File: src/rtl/psram_ctrl_pkg.sv
package psram_ctrl_pkg;

  typedef enum logic [2:0] {
    ST_IDLE,
    ST_RD_ADDR,
    ST_RD_DATA,
    ST_WR_SETUP,
    ST_WR_PULSE,
    ST_WR_HOLD,
    ST_GAP
  } psram_st_e;

  localparam int unsigned WORDS_W = 5;

  function automatic logic [WORDS_W-1:0] burst_words(input logic [1:0] code);
    case (code)
      2'd0:    return WORDS_W'(4);
      2'd1:    return WORDS_W'(8);
      default: return WORDS_W'(16);
    endcase
  endfunction

  function automatic logic is_wr_state(input psram_st_e s);
    return (s == ST_WR_SETUP) || (s == ST_WR_PULSE) || (s == ST_WR_HOLD);
  endfunction

endpackage

File: src/rtl/psram_clk_gen.sv
// Half-rate memory clock; parks low whenever not running.
module psram_clk_gen (
  input  logic clk_i,
  input  logic rst_ni,
  input  logic run_i,
  output logic mem_clk_o,
  output logic high_o
);
  logic clk_q;

  always_ff @(posedge clk_i or negedge rst_ni) begin
    if (!rst_ni)    clk_q <= 1'b0;
    else if (run_i) clk_q <= ~clk_q;
    else            clk_q <= 1'b0;
  end

  assign mem_clk_o = clk_q;
  assign high_o    = run_i & clk_q;
endmodule

File: src/rtl/psram_wait_track.sv
// Decides per memory edge whether a word is present and tracks stall length.
module psram_wait_track #(
  parameter int unsigned CNT_W = 8
) (
  input  logic             clk_i,
  input  logic             rst_ni,
  input  logic             start_i,
  input  logic             sample_i,
  input  logic             wait_act_i,
  input  logic             early_i,
  input  logic [CNT_W-1:0] lim_i,
  output logic             word_ok_o,
  output logic             expire_o
);
  localparam logic [CNT_W-1:0] RUN_MAX = {CNT_W{1'b1}};

  logic             prev_q;
  logic [CNT_W-1:0] run_q, run_inc;

  assign run_inc   = (run_q == RUN_MAX) ? run_q : run_q + 1'b1;
  assign expire_o  = sample_i & wait_act_i & (run_inc >= lim_i);
  // timeout wins over a word on the same edge
  assign word_ok_o = sample_i & ~expire_o & (early_i ? ~prev_q : ~wait_act_i);

  always_ff @(posedge clk_i or negedge rst_ni) begin
    if (!rst_ni) begin
      prev_q <= 1'b1;
      run_q  <= '0;
    end else if (start_i) begin
      prev_q <= 1'b1;
      run_q  <= '0;
    end else if (sample_i) begin
      prev_q <= wait_act_i;
      run_q  <= wait_act_i ? run_inc : '0;
    end
  end
endmodule

File: src/rtl/psram_dwell.sv
// Loadable down counter; load has priority over decrement.
module psram_dwell #(
  parameter int unsigned W = 4
) (
  input  logic         clk_i,
  input  logic         rst_ni,
  input  logic         load_i,
  input  logic [W-1:0] val_i,
  input  logic         dec_i,
  output logic         last_o
);
  logic [W-1:0] cnt_q;

  always_ff @(posedge clk_i or negedge rst_ni) begin
    if (!rst_ni)                     cnt_q <= '0;
    else if (load_i)                 cnt_q <= val_i;
    else if (dec_i && cnt_q != '0)   cnt_q <= cnt_q - 1'b1;
  end

  assign last_o = (cnt_q == W'(1));
endmodule

File: src/rtl/psram_mixed_ctrl.sv
module psram_mixed_ctrl
  import psram_ctrl_pkg::*;
#(
  parameter int unsigned ADDR_W    = 22,
  parameter int unsigned DATA_W    = 16,
  parameter int unsigned T_WC_CYC  = 6,
  parameter int unsigned SETUP_CYC = 2,
  parameter int unsigned GAP_CYC   = 2,
  parameter int unsigned TO_W      = 8,
  parameter bit          ADV_PULSE = 1'b1,
  localparam int unsigned BE_W     = DATA_W / 8
) (
  input  logic              clk_i,
  input  logic              rst_ni,
  input  logic              cfg_wait_early_i,
  input  logic [TO_W-1:0]   timeout_lim_i,
  input  logic              req_valid_i,
  output logic              req_ready_o,
  input  logic              req_write_i,
  input  logic [ADDR_W-1:0] req_addr_i,
  input  logic [1:0]        req_len_i,
  input  logic [DATA_W-1:0] req_wdata_i,
  input  logic [BE_W-1:0]   req_be_i,
  output logic [DATA_W-1:0] rd_data_o,
  output logic              rd_valid_o,
  output logic              timeout_o,
  output logic              mem_clk_o,
  output logic              mem_ce_no,
  output logic              mem_adv_no,
  output logic              mem_we_no,
  output logic              mem_oe_no,
  output logic [ADDR_W-1:0] mem_addr_o,
  output logic [BE_W-1:0]   mem_be_no,
  output logic [DATA_W-1:0] mem_dq_o,
  output logic              mem_dq_oe_o,
  input  logic [DATA_W-1:0] mem_dq_i,
  input  logic              mem_wait_ni
);
  localparam int unsigned WE_CYC = (T_WC_CYC > SETUP_CYC + 1) ? T_WC_CYC - SETUP_CYC - 1 : 1;
  localparam int unsigned PH_M1  = (SETUP_CYC > WE_CYC) ? SETUP_CYC : WE_CYC;
  localparam int unsigned PH_MAX = (PH_M1 > GAP_CYC) ? PH_M1 : GAP_CYC;
  localparam int unsigned PH_W   = $clog2(PH_MAX + 1) + 1;

  psram_st_e st_q, st_d;

  logic [ADDR_W-1:0] addr_q;
  logic [DATA_W-1:0] wdata_q;
  logic [BE_W-1:0]   be_q;
  logic [DATA_W-1:0] rd_data_q;
  logic              rd_valid_q, timeout_q;

  logic            clk_run, clk_high, data_sample;
  logic            word_ok, expire, trk_start;
  logic            ph_load, ph_last;
  logic [PH_W-1:0] ph_val;
  logic            wc_load, wc_last;
  logic            adv_wr;

  assign clk_run     = (st_q == ST_RD_ADDR) || (st_q == ST_RD_DATA);
  assign data_sample = clk_high && (st_q == ST_RD_DATA);

  psram_clk_gen u_clk (
    .clk_i    (clk_i),
    .rst_ni   (rst_ni),
    .run_i    (clk_run),
    .mem_clk_o(mem_clk_o),
    .high_o   (clk_high)
  );

  psram_wait_track #(.CNT_W(TO_W)) u_wait (
    .clk_i     (clk_i),
    .rst_ni    (rst_ni),
    .start_i   (trk_start),
    .sample_i  (data_sample),
    .wait_act_i(~mem_wait_ni),
    .early_i   (cfg_wait_early_i),
    .lim_i     (timeout_lim_i),
    .word_ok_o (word_ok),
    .expire_o  (expire)
  );

  psram_dwell #(.W(PH_W)) u_phase (
    .clk_i (clk_i),
    .rst_ni(rst_ni),
    .load_i(ph_load),
    .val_i (ph_val),
    .dec_i (1'b1),
    .last_o(ph_last)
  );

  psram_dwell #(.W(WORDS_W)) u_words (
    .clk_i (clk_i),
    .rst_ni(rst_ni),
    .load_i(wc_load),
    .val_i (burst_words(req_len_i)),
    .dec_i (word_ok),
    .last_o(wc_last)
  );

  // address-valid level while the write strobe is low
  generate
    if (ADV_PULSE) begin : g_adv_pulse
      assign adv_wr = 1'b1;
    end else begin : g_adv_hold
      assign adv_wr = 1'b0;
    end
  endgenerate

  always_comb begin
    st_d      = st_q;
    ph_load   = 1'b0;
    ph_val    = '0;
    wc_load   = 1'b0;
    trk_start = 1'b0;
    case (st_q)
      ST_IDLE: begin
        if (req_valid_i) begin
          if (req_write_i) begin
            st_d    = ST_WR_SETUP;
            ph_load = 1'b1;
            ph_val  = PH_W'(SETUP_CYC);
          end else begin
            st_d    = ST_RD_ADDR;
            wc_load = 1'b1;
          end
        end
      end
      ST_RD_ADDR: begin
        if (clk_high) begin
          st_d      = ST_RD_DATA;
          trk_start = 1'b1;
        end
      end
      ST_RD_DATA: begin
        if (expire || (word_ok && wc_last)) begin
          st_d    = ST_GAP;
          ph_load = 1'b1;
          ph_val  = PH_W'(GAP_CYC);
        end
      end
      ST_WR_SETUP: begin
        if (ph_last) begin
          st_d    = ST_WR_PULSE;
          ph_load = 1'b1;
          ph_val  = PH_W'(WE_CYC);
        end
      end
      ST_WR_PULSE: begin
        if (ph_last) begin
          st_d    = ST_WR_HOLD;
          ph_load = 1'b1;
          ph_val  = PH_W'(1);
        end
      end
      ST_WR_HOLD: begin
        if (ph_last) begin
          st_d    = ST_GAP;
          ph_load = 1'b1;
          ph_val  = PH_W'(GAP_CYC);
        end
      end
      ST_GAP: begin
        if (ph_last) st_d = ST_IDLE;
      end
      default: st_d = ST_IDLE;
    endcase
  end

  always_ff @(posedge clk_i or negedge rst_ni) begin
    if (!rst_ni) begin
      st_q       <= ST_IDLE;
      addr_q     <= '0;
      wdata_q    <= '0;
      be_q       <= '0;
      rd_data_q  <= '0;
      rd_valid_q <= 1'b0;
      timeout_q  <= 1'b0;
    end else begin
      st_q       <= st_d;
      rd_valid_q <= word_ok;
      timeout_q  <= expire;
      if (word_ok) rd_data_q <= mem_dq_i;
      if (st_q == ST_IDLE && req_valid_i) begin
        addr_q  <= req_addr_i;
        wdata_q <= req_wdata_i;
        be_q    <= req_be_i;
      end
    end
  end

  always_comb begin
    mem_ce_no   = 1'b1;
    mem_adv_no  = 1'b1;
    mem_we_no   = 1'b1;
    mem_oe_no   = 1'b1;
    mem_be_no   = '1;
    mem_dq_oe_o = 1'b0;
    case (st_q)
      ST_RD_ADDR: begin
        mem_ce_no  = 1'b0;
        mem_adv_no = 1'b0;
        mem_be_no  = '0;
      end
      ST_RD_DATA: begin
        mem_ce_no = 1'b0;
        mem_oe_no = 1'b0;
        mem_be_no = '0;
      end
      ST_WR_SETUP: begin
        mem_ce_no   = 1'b0;
        mem_adv_no  = 1'b0;
        mem_be_no   = ~be_q;
        mem_dq_oe_o = 1'b1;
      end
      ST_WR_PULSE: begin
        mem_ce_no   = 1'b0;
        mem_adv_no  = adv_wr;
        mem_we_no   = 1'b0;
        mem_be_no   = ~be_q;
        mem_dq_oe_o = 1'b1;
      end
      ST_WR_HOLD: begin
        mem_ce_no   = 1'b0;
        mem_adv_no  = adv_wr;
        mem_be_no   = ~be_q;
        mem_dq_oe_o = is_wr_state(st_q);
      end
      default: ;
    endcase
  end

  assign req_ready_o = (st_q == ST_IDLE);
  assign mem_addr_o  = addr_q;
  assign mem_dq_o    = wdata_q;
  assign rd_data_o   = rd_data_q;
  assign rd_valid_o  = rd_valid_q;
  assign timeout_o   = timeout_q;

endmodule

File: config.mk
export PLATFORM = sky130hd
export DESIGN_NAME = psram_mixed_ctrl
export DESIGN_NICKNAME = d
export VERILOG_FILES = /design/src/rtl/psram_ctrl_pkg.sv /design/src/rtl/psram_clk_gen.sv /design/src/rtl/psram_wait_track.sv /design/src/rtl/psram_dwell.sv /design/src/rtl/psram_mixed_ctrl.sv
export SDC_FILE = /design/constraint.sdc
export NUM_CORES = 1
export LEC_CHECK = 0
export BUFFER_PORTS_ARGS = -buffer_cell sky130_fd_sc_hd__buf_2
export CAP_MARGIN = 20
export CORE_MARGIN = 5
export CORE_UTILIZATION = 40
export DETAILED_ROUTE_END_ITERATION = 12
export PLACE_DENSITY = 0.66
export SLEW_MARGIN = 25
export SYNTH_ARGS = -nofsm -noshare
export SYNTH_HDL_FRONTEND = slang
export SYNTH_SLANG_ARGS = --single-unit
export TNS_END_PERCENT = 5
File: constraint.sdc
create_clock -name clk_i -period 6.67 [get_ports clk_i]
set_input_delay 1.0005 -clock clk_i [delete_from_list [all_inputs] [get_ports clk_i]]
set_output_delay 1.0005 -clock clk_i [all_outputs]
set_load 0.01 [all_outputs]
# Word-level counts from Yosys, hierarchy flattened
# Cells that the tools add are included.
dict set report totals {
  mem_count 0
  romBits 0
  register_bits 79
  latch_bits 0
  in_bits 72
  output_inout_bits 65
  ramBits 0
}
dict set report classes {
  n_mux 45
  order_cmp 1
  mul 0
  shift 0
  n_reduce_logical 21
  div 0
  eq_ne 17
  bitwise 10
  add_sub_neg 3
}
# op n
set op_table {}
lappend op_table {{8-bit two-way mux} 4}
lappend op_table {{3-bit two-way mux} 9}
lappend op_table {{3-bit case mux with 7 select lines} 1}
lappend op_table {{1-bit two-way mux} 18}
lappend op_table {{2-bit two-way mux} 6}
lappend op_table {{2-bit != test (second input constant)} 6}
lappend op_table {{5-bit two-way mux} 2}
lappend op_table {{2-bit case mux with 5 select lines} 1}
lappend op_table {{5-bit case mux with 2 select lines} 1}
lappend op_table {{3-bit == test (second input constant)} 3}
lappend op_table {{8-bit by 1-bit adder with 8-bit output (second input constant)} 1}
lappend op_table {{8-bit == test (second input constant)} 1}
lappend op_table {{8-bit greater-or-equal comparator} 1}
lappend op_table {{7-bit AND reduction} 1}
lappend op_table {{3-bit by 1-bit == test with 1-bit output (second input constant)} 2}
lappend op_table {{3-bit by 2-bit == test with 1-bit output (second input constant)} 2}
lappend op_table {{2-bit nonzero test} 3}
lappend op_table {{2-bit OR reduction} 3}
lappend op_table {{1-bit bitwise AND} 5}
lappend op_table {{5-bit by 1-bit == test with 1-bit output (second input constant)} 1}
lappend op_table {{5-bit nonzero test} 1}
lappend op_table {{5-bit OR reduction} 1}
lappend op_table {{5-bit by 1-bit subtractor with 5-bit output (second input constant)} 1}
lappend op_table {{1-bit logical AND} 4}
lappend op_table {{other kinds (13)} 19}

# Depth between registers and ports, before layout
dict set report logic_depth {
  depth_word 14
  depth_mapped 14
}

# Hierarchy
# Synthesis repeated with hierarchy kept, for this count alone.
dict set report unflattened {
  hier_cells 337
  area_unflattened_um2 4063.9
}
# module seq_area_each_um2 instances area_per_inst_um2 cells_per_inst
set by_module_without_submodules {}
lappend by_module_without_submodules {psram_mixed_ctrl 1526.5 1 2652.5 176}
lappend by_module_without_submodules {psram_wait_track 226.5 1 814.5 99}
lappend by_module_without_submodules {{psram_dwell at u_words} 125.1 1 334.1 35}
lappend by_module_without_submodules {{psram_dwell at u_phase} 75.1 1 221.5 24}
lappend by_module_without_submodules {psram_clk_gen 25.0 1 41.3 3}

# Worst setup path after synthesis
# No wires, ideal clock.
dict set report synth_timing {
  kind {register -> register}
  from {register u_wait.run_q[2]}
  to {register rd_data_q[10] (netlist: rd_data_o[10])}
  path_stages_with_launch 13
  arrival_ns 3.111
  slack_ns 3.434
  required_time_ns 6.545
  cell_sequence {dfrtp_1 clkbuf_1 and3_1 nand4_1 clkbuf_1 mux2_2 ha_1 a2111oi_2 o31a_2 o21a_1 buf_6 buf_12 mux2_4}
}
dict set report synth_via {
  elab_chain_cells 7
  elab_cells_between_ends 8
  cone_classes {add/sub: 1; order compare: 1; eq/ne: 1; mux: 1; bitwise: 4}
}
# item line_no
set synth_lines {}
lappend synth_lines {{start, declared} psram_wait_track.sv:18} ;# logic [CNT_W-1:0] run_q, run_inc;
lappend synth_lines {{start signal, assigned} psram_wait_track.sv:34} ;# run_q <= wait_act_i ? run_inc : '0;
lappend synth_lines {{8-bit by 1-bit adder with 8-bit output or 8-bit == test (tied branches)} psram_wait_track.sv:20} ;# assign run_inc = (run_q == RUN_MAX) ? run_q : run_q + 1'b1;
lappend synth_lines {{8-bit two-way mux (*)} psram_wait_track.sv:20}
lappend synth_lines {{8-bit greater-or-equal comparator (*)} psram_wait_track.sv:21} ;# assign expire_o = sample_i & wait_act_i & (run_inc >= lim_i);
lappend synth_lines {{1-bit bitwise AND (*)} psram_wait_track.sv:21}
lappend synth_lines {{1-bit NOT (*)} psram_wait_track.sv:23} ;# assign word_ok_o = sample_i & ~expire_o & (early_i ? ~prev_q : ~wait_act_i);
lappend synth_lines {{1-bit bitwise AND (*) (2 in series)} psram_wait_track.sv:23}
lappend synth_lines {{net u_wait.word_ok_o} psram_wait_track.sv:12} ;# output logic word_ok_o,
lappend synth_lines {{end signal, assigned} psram_mixed_ctrl.sv:182} ;# if (word_ok) rd_data_q <= mem_dq_i;
lappend synth_lines {{end, declared} psram_mixed_ctrl.sv:49} ;# logic [DATA_W-1:0] rd_data_q;
# The timed path passes the listed nets; every way through them passes the cells marked *.
# A chain may end at the register's enable or synchronous reset.

# Worst setup path in the final report
dict set report layout_timing {
  from {register u_wait.run_q[0]}
  to {register rd_data_q[3] (netlist: rd_data_o[3])}
}
dict set report layout_via {
  elab_chain_cells 7
  elab_cells_between_ends 8
  cone_classes {add/sub: 1; order compare: 1; eq/ne: 1; mux: 1; bitwise: 4}
}
# item line_no
set layout_lines {}
lappend layout_lines {{8-bit by 1-bit adder with 8-bit output or 8-bit == test (tied branches)} psram_wait_track.sv:20}
lappend layout_lines {{8-bit two-way mux (*)} psram_wait_track.sv:20}
lappend layout_lines {{8-bit greater-or-equal comparator (*)} psram_wait_track.sv:21}
lappend layout_lines {{1-bit bitwise AND (*)} psram_wait_track.sv:21}
lappend layout_lines {{1-bit NOT (*)} psram_wait_track.sv:23}
lappend layout_lines {{1-bit bitwise AND (*) (2 in series)} psram_wait_track.sv:23}
# Every way passes the cells marked *; elsewhere a longest branch is shown, timed or not.

==> run summary <==
outcome = complete, no violations
post-synthesis sequential area ratio = 49.01%
pwr/cell area = 444.1 mW/mm²
most frequent cells in the layout = buf_2 (135), dfrtp_1 (78), mux2_2 (50)
Max Fclk = 0.2512 GHz
ys async rst share = 100.0%
setup tns final = 0 ps
die width = 110.5 µm
Cell variety after synth = 52
placed insts = 595
TritonCTS clock tree = yes
Tmin final = 3981 ps
Worst-path clk slew = 90 ps
post-synth top area share = 48.36%
Die Area = 0.01220 mm²
Post-Route WL = 9068 µm
worst-path maximum fanout = 18
Worst Skew = 5.718 ps
Slew @ Worst Pin = 967.8 ps
HPWL after detailed placement = 6721 µm
global-route wire length before repair = 15530 µm
largest net degree at the start of global routing = 80
Critical Path Slowest Stage Cell = o21a_1
Initial Util = 41.11%
Worst Hold Class = reg2reg
count of pins over their slew limit = 0
# diodes = 0
port bufs = 136
DRT Pass-1 Iters = 4
Post-synth EDFFs = 0
Die Ht = 110.5 µm
largest cells by area after synthesis = dfrtp_1 (48%), mux2_2 (14%), ha_1 (5.0%)
Crit path required time = 6900 ps
Register Area = 0.001978 mm²
largest area contributor in the netlist = dfrtp_1
Inserted Clock Buffers = 9
Logic pwr share = 43.2%
total chip power = 0.002239 W
share of total power in sequential cells = 38.7%
final setup fails = 0
Max Cap Viol = 0
clk_lat worst skew = 340 ps
drc violations = 0
drt via density = 5.000
Fillers = 949
top-level I/O count = 137
CTS resizes = 0
core box area = 0.009819 mm²
htree depth = 3
num rows = 36
Post-Place Cell Area = 0.004796 mm²
RSZ-0062 raised after global routing = false
fin crit share = 59.68%
Net Sw Frac = 36.38%
Mapped Cells = 341
Starting DRT DRC Count = 89
Critical Path Sink Type = register
commonest non-fill, non-tap cell in the layout = buf_2
Multi-input gate area = 0.001886 mm²
worst-path cell chain = ha_1 > nand4_1 > xnor2_1 > ha_1 > nand2b_1 > a2111oi_2 > o31a_2 > o21a_1 > mux2_2
Worst VDD drop = 208.6 µV
number of global-route vias before repair = 3241
Final Hold Viols = 0
#FFs+latches synth = 79
Max Root-Sink Buffers = 2
clock share of power = 18.1%
crit start category = register
worst path buffer plus inverter count = 0
RePlAce Congestion = 0.8381
Nets = 562
post-route ant nets = 0
Avg Synthesized Cell Area = 11.84 µm²
synthesized cell area = 0.004036 mm²
Top Family by Delay on Critical Path = compound AO/OA/AOI/OAI gates
routed length per instance = 14.82 µm
Pleak = 2.419 nW
critical path class = reg2reg
antenna violations before repair = 0
crit path DAT = 4210 ps
design area = 0.005042 mm²
ys flop type = dfrtp_1
Pint = 0.001424 W
fraction of layout cells with a size suffix above 1 = 46.35%
clk sinks = 79
YS warnings = 0
clk root buf = clkbuf_8
Worst path most repeated cell = ha_1
Vias = 3060
# Post-CTS Setup Buffers = 0
CP max stage delay = 780 ps
Non-Filler Instances = 612
syn nets = 429
switching pwr = 0.0008147 W
GRT Overall Usage = 15.15%
Area growth syn-to-layout = 24.92%
Slew headroom = 35.48%
cts hold-fix bufs = 0
GR Overflow Total = 0
-- logic make-up after synthesis --
family                   share of synthesized area (%)
adder cells (fa/ha/maj)                          4.960
AND/OR/NAND/NOR                                  11.19
buffers and inverters                            4.278
AO/OA/AOI/OAI                                    11.87
XOR/XNOR                                         1.519
multiplexers                                     17.17
flip-flops                                       49.01
-- final cells by class --
class                           instances  area share [%]
Inverter                               20           1.489
Timing Repair Buffer                  138           14.00
Clock inverter                          6           1.861
Sequential cell                        79           39.23
Clock buffer                           10           2.730
Tap cell                              133           3.300
Multi-Input combinational cell        226           37.39
-- per-layer routing --
layer,vias to the layer above,global-route usage (%),share of wire (%)
met5,-,0,0
met4,0,3.448,0.67
met3,5,6.674,9.8
met2,101,23.87,46
met1,1464,19.25,43
li1,1490,-,-
-- flip-flops by register name, summed over array words and instances, names as in the netlist --
signal           count
u_phase.cnt_q        3
u_wait.prev_q        1
u_clk.mem_clk_o      1
timeout_o            1
mem_addr_o          22
be_q                 2
u_wait.run_q         8
st_q                 3
rd_data_o           16
u_words.cnt_q        5
mem_dq_o            16
rd_valid_o           1
-- path summary, 6_finish.rpt --
| path | startpoint | to | slack [ps] | depth (start not counted) |
|---|---|---|---|---|
| min in group asynchronous | rst_ni | u_wait.run_q[2]$_DFFE_PN0P_ | 680 | 1 |
| max in group asynchronous | rst_ni | mem_dq_o[0]$_DFFE_PN0P_ | 5480 | 1 |
| setup / recovery | u_wait.run_q[0]$_DFFE_PN0P_ | rd_data_o[3]$_DFFE_PN0P_ | 2690 | 9 |
| setup reg to reg | u_wait.run_q[0]$_DFFE_PN0P_ | rd_data_o[3]$_DFFE_PN0P_ | 2690 | 9 |
| hold / removal | mem_dq_o[5]$_DFFE_PN0P_ | mem_dq_o[5]$_DFFE_PN0P_ | 510 | 1 |
| hold reg to reg | mem_dq_o[5]$_DFFE_PN0P_ | mem_dq_o[5]$_DFFE_PN0P_ | 510 | 1 |
-- worst register-to-register path, stage by stage (launching register included) --
cell       delay, ps
dfrtp_1          470
ha_1             310
nand4_1          400
xnor2_1          300
ha_1             250
nand2b_1         150
a2111oi_2        510
o31a_2           280
o21a_1           780
mux2_2           420
-- synthesized netlist by cell type (all sizes together) (2+ instances only) --
library cell	n
mux2	58
o22a	2
inv	20
a2111oi	2
and3	5
o21ai	13
o31ai	7
nand3	6
nand4	4
o2111ai	2
buf	8
o21a	3
a221oi	2
a22o	2
a21o	3
and2	4
a21oi	14
nor2b	4
nand2	21
a31oi	2
or3	3
clkbuf	8
nor2	10
nand3b	3
xnor2	6
ha	16
nand2b	9
a41oi	3
o211ai	3
dfrtp	78
nor3	7
-- metrics by stage --
step / util, % / setup slack [ps] / hold WS (ps)
after floorplan: - / 3434 / 484.7
after global placement: 48.84 / 2854 / 483.3
after detailed placement: 48.84 / 2678 / 488.2
after CTS: 51.20 / 2684 / 512.3
after global routing: 51.35 / 2360 / 520.4
final: 51.35 / 2689 / 508.3
-- power by group through the flow --
stage / registers (W) / clock network, W / logic, W
after floorplan: 0.000904 / 0 / 0.000612
after global placement: 0.000863 / 0 / 0.000957
after detailed placement: 0.000872 / 0 / 0.000979
after CTS: 0.000868 / 0.000421 / 0.000981
after global routing: 0.000901 / 0.000445 / 0.00108
final: 0.000867 / 0.000405 / 0.000967
No activity file was read; power rests on OpenSTA's default activity.
